$ cat src/rtl/smw_pkg.sv
// Package smw_pkg
// Shared state encoding and byte codes for the lockable SMRAM window register.
// Assumes an 8-bit register; the codes below are the only values firmware sees.
package smw_pkg;
    localparam int DATA_W = 8;

    typedef enum logic [1:0] {
        SMW_IDLE   = 2'd0,
        SMW_OPEN   = 2'd1,
        SMW_SEALED = 2'd2
    } smw_state_e;

    localparam logic [DATA_W-1:0] CMD_QUERY  = 8'hFF;
    localparam logic [DATA_W-1:0] CMD_SEAL   = 8'h02;
    localparam logic [DATA_W-1:0] RD_IDLE    = 8'h00;
    localparam logic [DATA_W-1:0] RD_PRESENT = 8'h01;
    localparam logic [DATA_W-1:0] RD_SEALED  = 8'h02;
endpackage

$ cat src/rtl/smw_cfg_decode.sv
// Module smw_cfg_decode
// Turns a configuration write into one-cycle query/seal strobes.
// Assumes at most one write per cycle; other data values raise no strobe.
module smw_cfg_decode
    import smw_pkg::*;
#(
    parameter int                 OFS_W   = 8,
    parameter logic [OFS_W-1:0]   REG_OFS = 8'h9C
) (
    input  logic               cfg_wr_en,
    input  logic [OFS_W-1:0]   cfg_offset,
    input  logic [DATA_W-1:0]  cfg_wdata,
    output logic               do_query,
    output logic               do_seal
);
    logic hit;

    // Address match for this register's own offset
    always_comb hit = cfg_wr_en && (cfg_offset == REG_OFS);

    // Command recognition on a matching write
    always_comb begin
        do_query = hit && (cfg_wdata == CMD_QUERY);
        do_seal  = hit && (cfg_wdata == CMD_SEAL);
    end
endmodule

$ cat src/rtl/smw_state.sv
// Module smw_state
// Holds the idle/open/sealed state and produces the byte the register reads.
// Assumes do_query and do_seal are never both high; sealed state is left only by reset.
module smw_state
    import smw_pkg::*;
#(
    parameter bit FEATURE_EN = 1'b1
) (
    input  logic               clk,
    input  logic               rst_n,
    input  logic               do_query,
    input  logic               do_seal,
    output logic [DATA_W-1:0]  reg_view,
    output logic               sealed
);
    smw_state_e state_q, state_d;

    // Next-state choice: commands act only with the feature and while unsealed
    always_comb begin
        state_d = state_q;
        if (FEATURE_EN && state_q != SMW_SEALED) begin
            if (do_seal)
                state_d = SMW_SEALED;
            else if (do_query)
                state_d = SMW_OPEN;
        end
    end

    // State register with synchronous active-low reset
    always_ff @(posedge clk) begin
        if (!rst_n)
            state_q <= SMW_IDLE;
        else
            state_q <= state_d;
    end

    // Read-back byte and seal flag derived from the held state
    always_comb begin
        unique case (state_q)
            SMW_OPEN:   reg_view = RD_PRESENT;
            SMW_SEALED: reg_view = RD_SEALED;
            default:    reg_view = RD_IDLE;
        endcase
        sealed = (state_q == SMW_SEALED);
    end
endmodule

$ cat src/rtl/smw_window_check.sv
// Module smw_window_check
// Flags whether an address falls inside [WIN_BASE, WIN_BASE+WIN_SIZE).
// Assumes the window fits in 2**ADDR_W; compares one bit wider to avoid wrap.
module smw_window_check #(
    parameter int          ADDR_W   = 20,
    parameter int unsigned WIN_BASE = 32'h0003_0000,
    parameter int unsigned WIN_SIZE = 32'h0002_0000
) (
    input  logic [ADDR_W-1:0] addr,
    output logic              in_win
);
    localparam int          EXT_W  = ADDR_W + 1;
    localparam logic [EXT_W-1:0] LO_EXT = EXT_W'(WIN_BASE);
    localparam logic [EXT_W-1:0] HI_EXT = EXT_W'(WIN_BASE + WIN_SIZE);

    logic [EXT_W-1:0] addr_ext;

    // Range compare on a zero-extended address
    always_comb begin
        addr_ext = {1'b0, addr};
        in_win   = (addr_ext >= LO_EXT) && (addr_ext < HI_EXT);
    end
endmodule

$ cat src/rtl/smram_window_ctl.sv
// Module smram_window_ctl
// Lockable SMRAM window control register: query handshake, seal, and
// an allow/deny decision for memory accesses to the protected window.
// Assumes a single-cycle config write and a combinational access check;
// the check uses the state held before any write in the same cycle.
module smram_window_ctl
    import smw_pkg::*;
#(
    parameter bit                 FEATURE_EN = 1'b1,
    parameter int                 ADDR_W     = 20,
    parameter int unsigned        WIN_BASE   = 32'h0003_0000,
    parameter int unsigned        WIN_SIZE   = 32'h0002_0000,
    parameter int                 OFS_W      = 8,
    parameter logic [OFS_W-1:0]   REG_OFS    = 8'h9C
) (
    input  logic               clk,
    input  logic               rst_n,
    input  logic               cfg_wr_en,
    input  logic [OFS_W-1:0]   cfg_offset,
    input  logic [7:0]         cfg_wdata,
    output logic [7:0]         cfg_rdata,
    input  logic [ADDR_W-1:0]  mem_addr,
    input  logic               mem_smm,
    output logic               mem_allow
);
    logic              do_query;
    logic              do_seal;
    logic [DATA_W-1:0] reg_view;
    logic              sealed;
    logic              in_win;

    smw_cfg_decode #(
        .OFS_W   (OFS_W),
        .REG_OFS (REG_OFS)
    ) u_dec (
        .cfg_wr_en  (cfg_wr_en),
        .cfg_offset (cfg_offset),
        .cfg_wdata  (cfg_wdata),
        .do_query   (do_query),
        .do_seal    (do_seal)
    );

    smw_state #(
        .FEATURE_EN (FEATURE_EN)
    ) u_st (
        .clk      (clk),
        .rst_n    (rst_n),
        .do_query (do_query),
        .do_seal  (do_seal),
        .reg_view (reg_view),
        .sealed   (sealed)
    );

    smw_window_check #(
        .ADDR_W   (ADDR_W),
        .WIN_BASE (WIN_BASE),
        .WIN_SIZE (WIN_SIZE)
    ) u_win (
        .addr   (mem_addr),
        .in_win (in_win)
    );

    // Read mux: only this register's offset returns its value
    always_comb cfg_rdata = (cfg_offset == REG_OFS) ? reg_view : RD_IDLE;

    // Access decision: mode flag, unsealed state or out-of-window address allow
    always_comb mem_allow = mem_smm || !sealed || !in_win;
endmodule

$ cat config.mk
export PLATFORM = sky130hd
export DESIGN_NAME = smram_window_ctl
export DESIGN_NICKNAME = d
export VERILOG_FILES = /design/src/rtl/smw_pkg.sv /design/src/rtl/smw_cfg_decode.sv /design/src/rtl/smw_state.sv /design/src/rtl/smw_window_check.sv /design/src/rtl/smram_window_ctl.sv
export SDC_FILE = /design/constraint.sdc
export NUM_CORES = 1
export LEC_CHECK = 0
export BUFFER_PORTS_ARGS = -buffer_cell sky130_fd_sc_hd__buf_2
export CAP_MARGIN = 20
export CORE_AREA = 2 2 39 41
export DETAILED_ROUTE_END_ITERATION = 8
export DIE_AREA = 0 0 41 43
export PLACE_DENSITY = 0.69
export SLEW_MARGIN = 10
export SYNTH_ARGS = -nofsm -noshare
export SYNTH_HDL_FRONTEND = slang
export SYNTH_SLANG_ARGS = --single-unit
$ cat constraint.sdc
create_clock -name clk -period 1.4 [get_ports clk]
set_input_delay 0 -clock clk [delete_from_list [all_inputs] [get_ports clk]]
set_output_delay 0 -clock clk [all_outputs]
set_load 0.05 [all_outputs]
==> results.md <==
- The endpoint kind of the worst setup timing path is a flop.
- The max-cap check violation count is 0.
- The clock network latency to the later pin of the worst-skew pair is between 0.2 and 0.25 ns.
- The core region area is 1380 um2.
- The sequential cells in the finished layout cover a total of roughly 40 um2.
- The post-CTS clock slew at the launch and capture registers of the worst setup and hold paths is approximately 0.030 ns.
- In this run the number of H-tree levels came out at 1.
- The startpoint kind of the worst setup timing path is a flop.
- The total vias in the final route is between 300 and 400.
- The maximum root-to-sink buffer count is 2.
- Of the total power, the share spent switching nets is between 30% and 40%.
- In the post-synthesis netlist, the biggest area contributors are sky130_fd_sc_hd__buf_4, sky130_fd_sc_hd__dfxtp_1, sky130_fd_sc_hd__nor3b_1, sky130_fd_sc_hd__nor4b_2, sky130_fd_sc_hd__nand4_1.
- The start point of the critical path is u_st.state_q[0]$_SDFFE_PN0P_.
- Subtracting the final worst setup slack from the clock period gives ~1.2 ns.
- The multi-input combinational cell area is 163 um2.
- The run finished with clean final reports.
- Of the available clock period, the critical path in the final layout requires between 80 and 90%.
- Counting flops per register, the top entry is u_st.state_q.
- In the routed design, unresolved DRC markers number 0.
- The overall die area is about 1800 um2.
- The initial cell density of the core is roughly 16%.
- The sequential cell area fraction in the yosys report is approximately 18%.
- The synthesized design spends more area on one cell type than any other, namely sky130_fd_sc_hd__buf_4.
- The net count of the finished layout is approximately 100.
- The chip height is 43 um.
- The register with the most flip-flops in the layout has 2 of them.
- In this run the critical register-to-register path is launched from u_st.state_q[0]$_SDFFE_PN0P_.
- The part of the total power dissipated in the clock network is 47.6%.
- Entering global routing, the biggest net connects 5 pins.
- The detailed router finished its first iteration with 4 violations.
- The post-route netlist has 52.5% of its cells at a drive strength greater than 1.
- The leakage power of the design is 0.000198 uW.
- The number of hold violations in the final report came to 0.
- The total power draw is ~260 uW.
- Setup repair after global routing left no endpoint under its margin.
- Setup total negative slack on the finished layout was measured at 0 ns.
- For this run the aggregate overflow at the end of global routing stands at 0.
- The number of buffers added by the clock tree synthesis step is 3.
- The initial antenna violation count is 0.
- The clock root buffer is sky130_fd_sc_hd__clkbuf_4.
- The largest registers in the layout are u_st.state_q: 2 flops.
- In this run the most critical hold path is launched from rst_n.
- The number of max-slew violations in the final report came to 0.
- After technology mapping, the gate count stands at 31.
- Derived from the worst setup path, the maximum achievable clock frequency is around 0.83 GHz.
- In this run the horizontal extent of the chip is slightly above 40 um.
- The count of cell types in the netlist is 19.
- The count of cells resized by post-cts repair is 0.
- The number of setup violations in the final report is 0.
- After detailed routing, the number of vias per cell comes to roughly 4.2.
- The via count of the first global-routing pass is between 200 and 300.
- The congestion estimate from routability-driven global placement came to roughly 0.66.
- For this block, the routed nets add up to 621 um of wire.
- Dividing total power by cell area gives a power density of between 600 and 700 nW/um2.
- The power spent charging and discharging nets is ~80 uW.
- Leaving out fill and tap cells, the most frequent cell in the layout is sky130_fd_sc_hd__buf_2.
- The global-route wire length before repair is between 800 and 900 um.
- Of the total power, registers draw a little over a fifth.
- The global router's overall resource usage is approximately 7.5%.
- The TritonCTS clock tree is yes.
- The internal power of the cells totals approximately 180 uW.
- The number of detailed-routing iterations run before antenna repair is 2.
- Buffers inserted to repair hold after CTS numbered 0.
- The path category of the worst min-delay check is primary input to flop.
- The warning count from the yosys run is 0.
- The fraction of post-synthesis cell area in the top cell type by area is 19.8%.
- The synthesis-to-finish area growth is 66.5%.
- The worst hold-check slack is approximately 0.042 ns.
- The antenna violation net count after detailed routing is 0.
- After floorplanning, the core was divided into 14 placement rows.
- The start-to-end type of the worst setup path is flop to flop.
- Dividing the synthesized area by the synthesized cell count gives ~7.3 um2.
- In the final routed layout, each cell accounts on average for roughly 8.3 um.
- The number of buffers added on ports is 26.
- The maximum fanout count along the critical path is 3.
- The count of clock tree sinks is 2.
- The layout has approximately 170 filler cells.
- The antenna diode instance count is 0.
- The I/O pin total is slightly below 50.
- Data on the critical path is required at its endpoint by ~1.5 ns.
- In the layout the commonest cells are sky130_fd_sc_hd__buf_2, sky130_fd_sc_hd__conb_1, sky130_fd_sc_hd__clkbuf_4.
- The post-route clock skew is approximately 0.0018 ns.
- Buffers added to address setup during post-CTS repair amount to 0.
- The worst endpoint data arrival time is about 1.4 ns.
- The synthesized cell area is roughly 230 um2.
- After synthesis the netlist holds a flip-flop and latch count of 2.
- The combinational share of power is between 30% and 40%.
- VDD sags by at most between 0.0004 and 0.0005 V.
==> Yosys cell counts <==
| cell type | number |
|---|---|
| sky130_fd_sc_hd__and3b_1 | 1 |
| sky130_fd_sc_hd__buf_4 | 6 |
| sky130_fd_sc_hd__conb_1 | 1 |
| sky130_fd_sc_hd__dfxtp_1 | 2 |
| sky130_fd_sc_hd__inv_1 | 1 |
| sky130_fd_sc_hd__nand2_1 | 2 |
| sky130_fd_sc_hd__nand2b_1 | 1 |
| sky130_fd_sc_hd__nand3_1 | 2 |
| sky130_fd_sc_hd__nand4_1 | 2 |
| sky130_fd_sc_hd__nor2_1 | 1 |
| sky130_fd_sc_hd__nor2b_1 | 1 |
| sky130_fd_sc_hd__nor3_1 | 2 |
| sky130_fd_sc_hd__nor3b_1 | 2 |
| sky130_fd_sc_hd__nor4_1 | 2 |
| sky130_fd_sc_hd__nor4b_2 | 1 |
| sky130_fd_sc_hd__o211a_1 | 1 |
| sky130_fd_sc_hd__o21ai_0 | 1 |
| sky130_fd_sc_hd__o22ai_1 | 1 |
| sky130_fd_sc_hd__or3_1 | 1 |
==> layer usage <==
layer  GRT usage, %  share of wire [%]
met5              0                  0
met4           2.00                  0
met3           4.71                 15
met2           12.8                 45
met1           7.01                 40
==> path summary, 6_finish.rpt <==
path / endpoint / slack [ns] / cells after the start
hold / removal: u_st.state_q[0]$_SDFFE_PN0P_ / 0.04 / 2
setup / recovery: u_st.state_q[1]$_SDFFE_PN0P_ / 0.19 / 4
hold reg to reg: u_st.state_q[0]$_SDFFE_PN0P_ / 0.51 / 1
setup reg to reg: u_st.state_q[1]$_SDFFE_PN0P_ / 0.19 / 4
==> critical path: stages, from the launching register on <==
cell and delay, ns:
sky130_fd_sc_hd__dfxtp_1 0.33, sky130_fd_sc_hd__nand2b_1 0.15, sky130_fd_sc_hd__nand3_1 0.11, sky130_fd_sc_hd__or3_1 0.38, sky130_fd_sc_hd__o22ai_1 0.16
==> cell type report <==
cell class	count	share of cell area, %
multi-input cells	27	42.9
repair buffers	26	34.3
flip-flops and latches	2	10.6
clock buffers	3	5.94
well taps	16	5.28
inverters	1	0.990
==> logic make-up after synthesis <==
kind of cell / Yosys count / share of synthesized area, %
other: 1 / 1.65
buffers and inverters: 7 / 21.4
AOI/OAI and AO/OA: 3 / 9.34
and+or+nand+nor: 18 / 50.0
DFF: 2 / 17.6
==> power by group through the flow <==
stage	clock network, uW	registers, uW	logic, uW
3_5_place_dp	0	58.2	79.3
6_report	124	57.4	79.3
3_3_place_gp	0	58.2	77.5
2_1_floorplan	0	58.2	56.4
5_1_grt	141	57.3	87.5
4_1_cts	132	57.4	79.5
==> through the flow <==
stage	setup WS [ns]	area [um2]	std cells	util, %
final	0.188	379	75	27.4
after global routing	0.0381	379	75	27.4
after CTS	0.176	379	75	27.4
after detailed placement	0.102	357	72	25.8
after global placement	0.133	357	72	25.8
after floorplan	0.143	251	36	-
No activity file was read; power rests on OpenSTA's default activity.
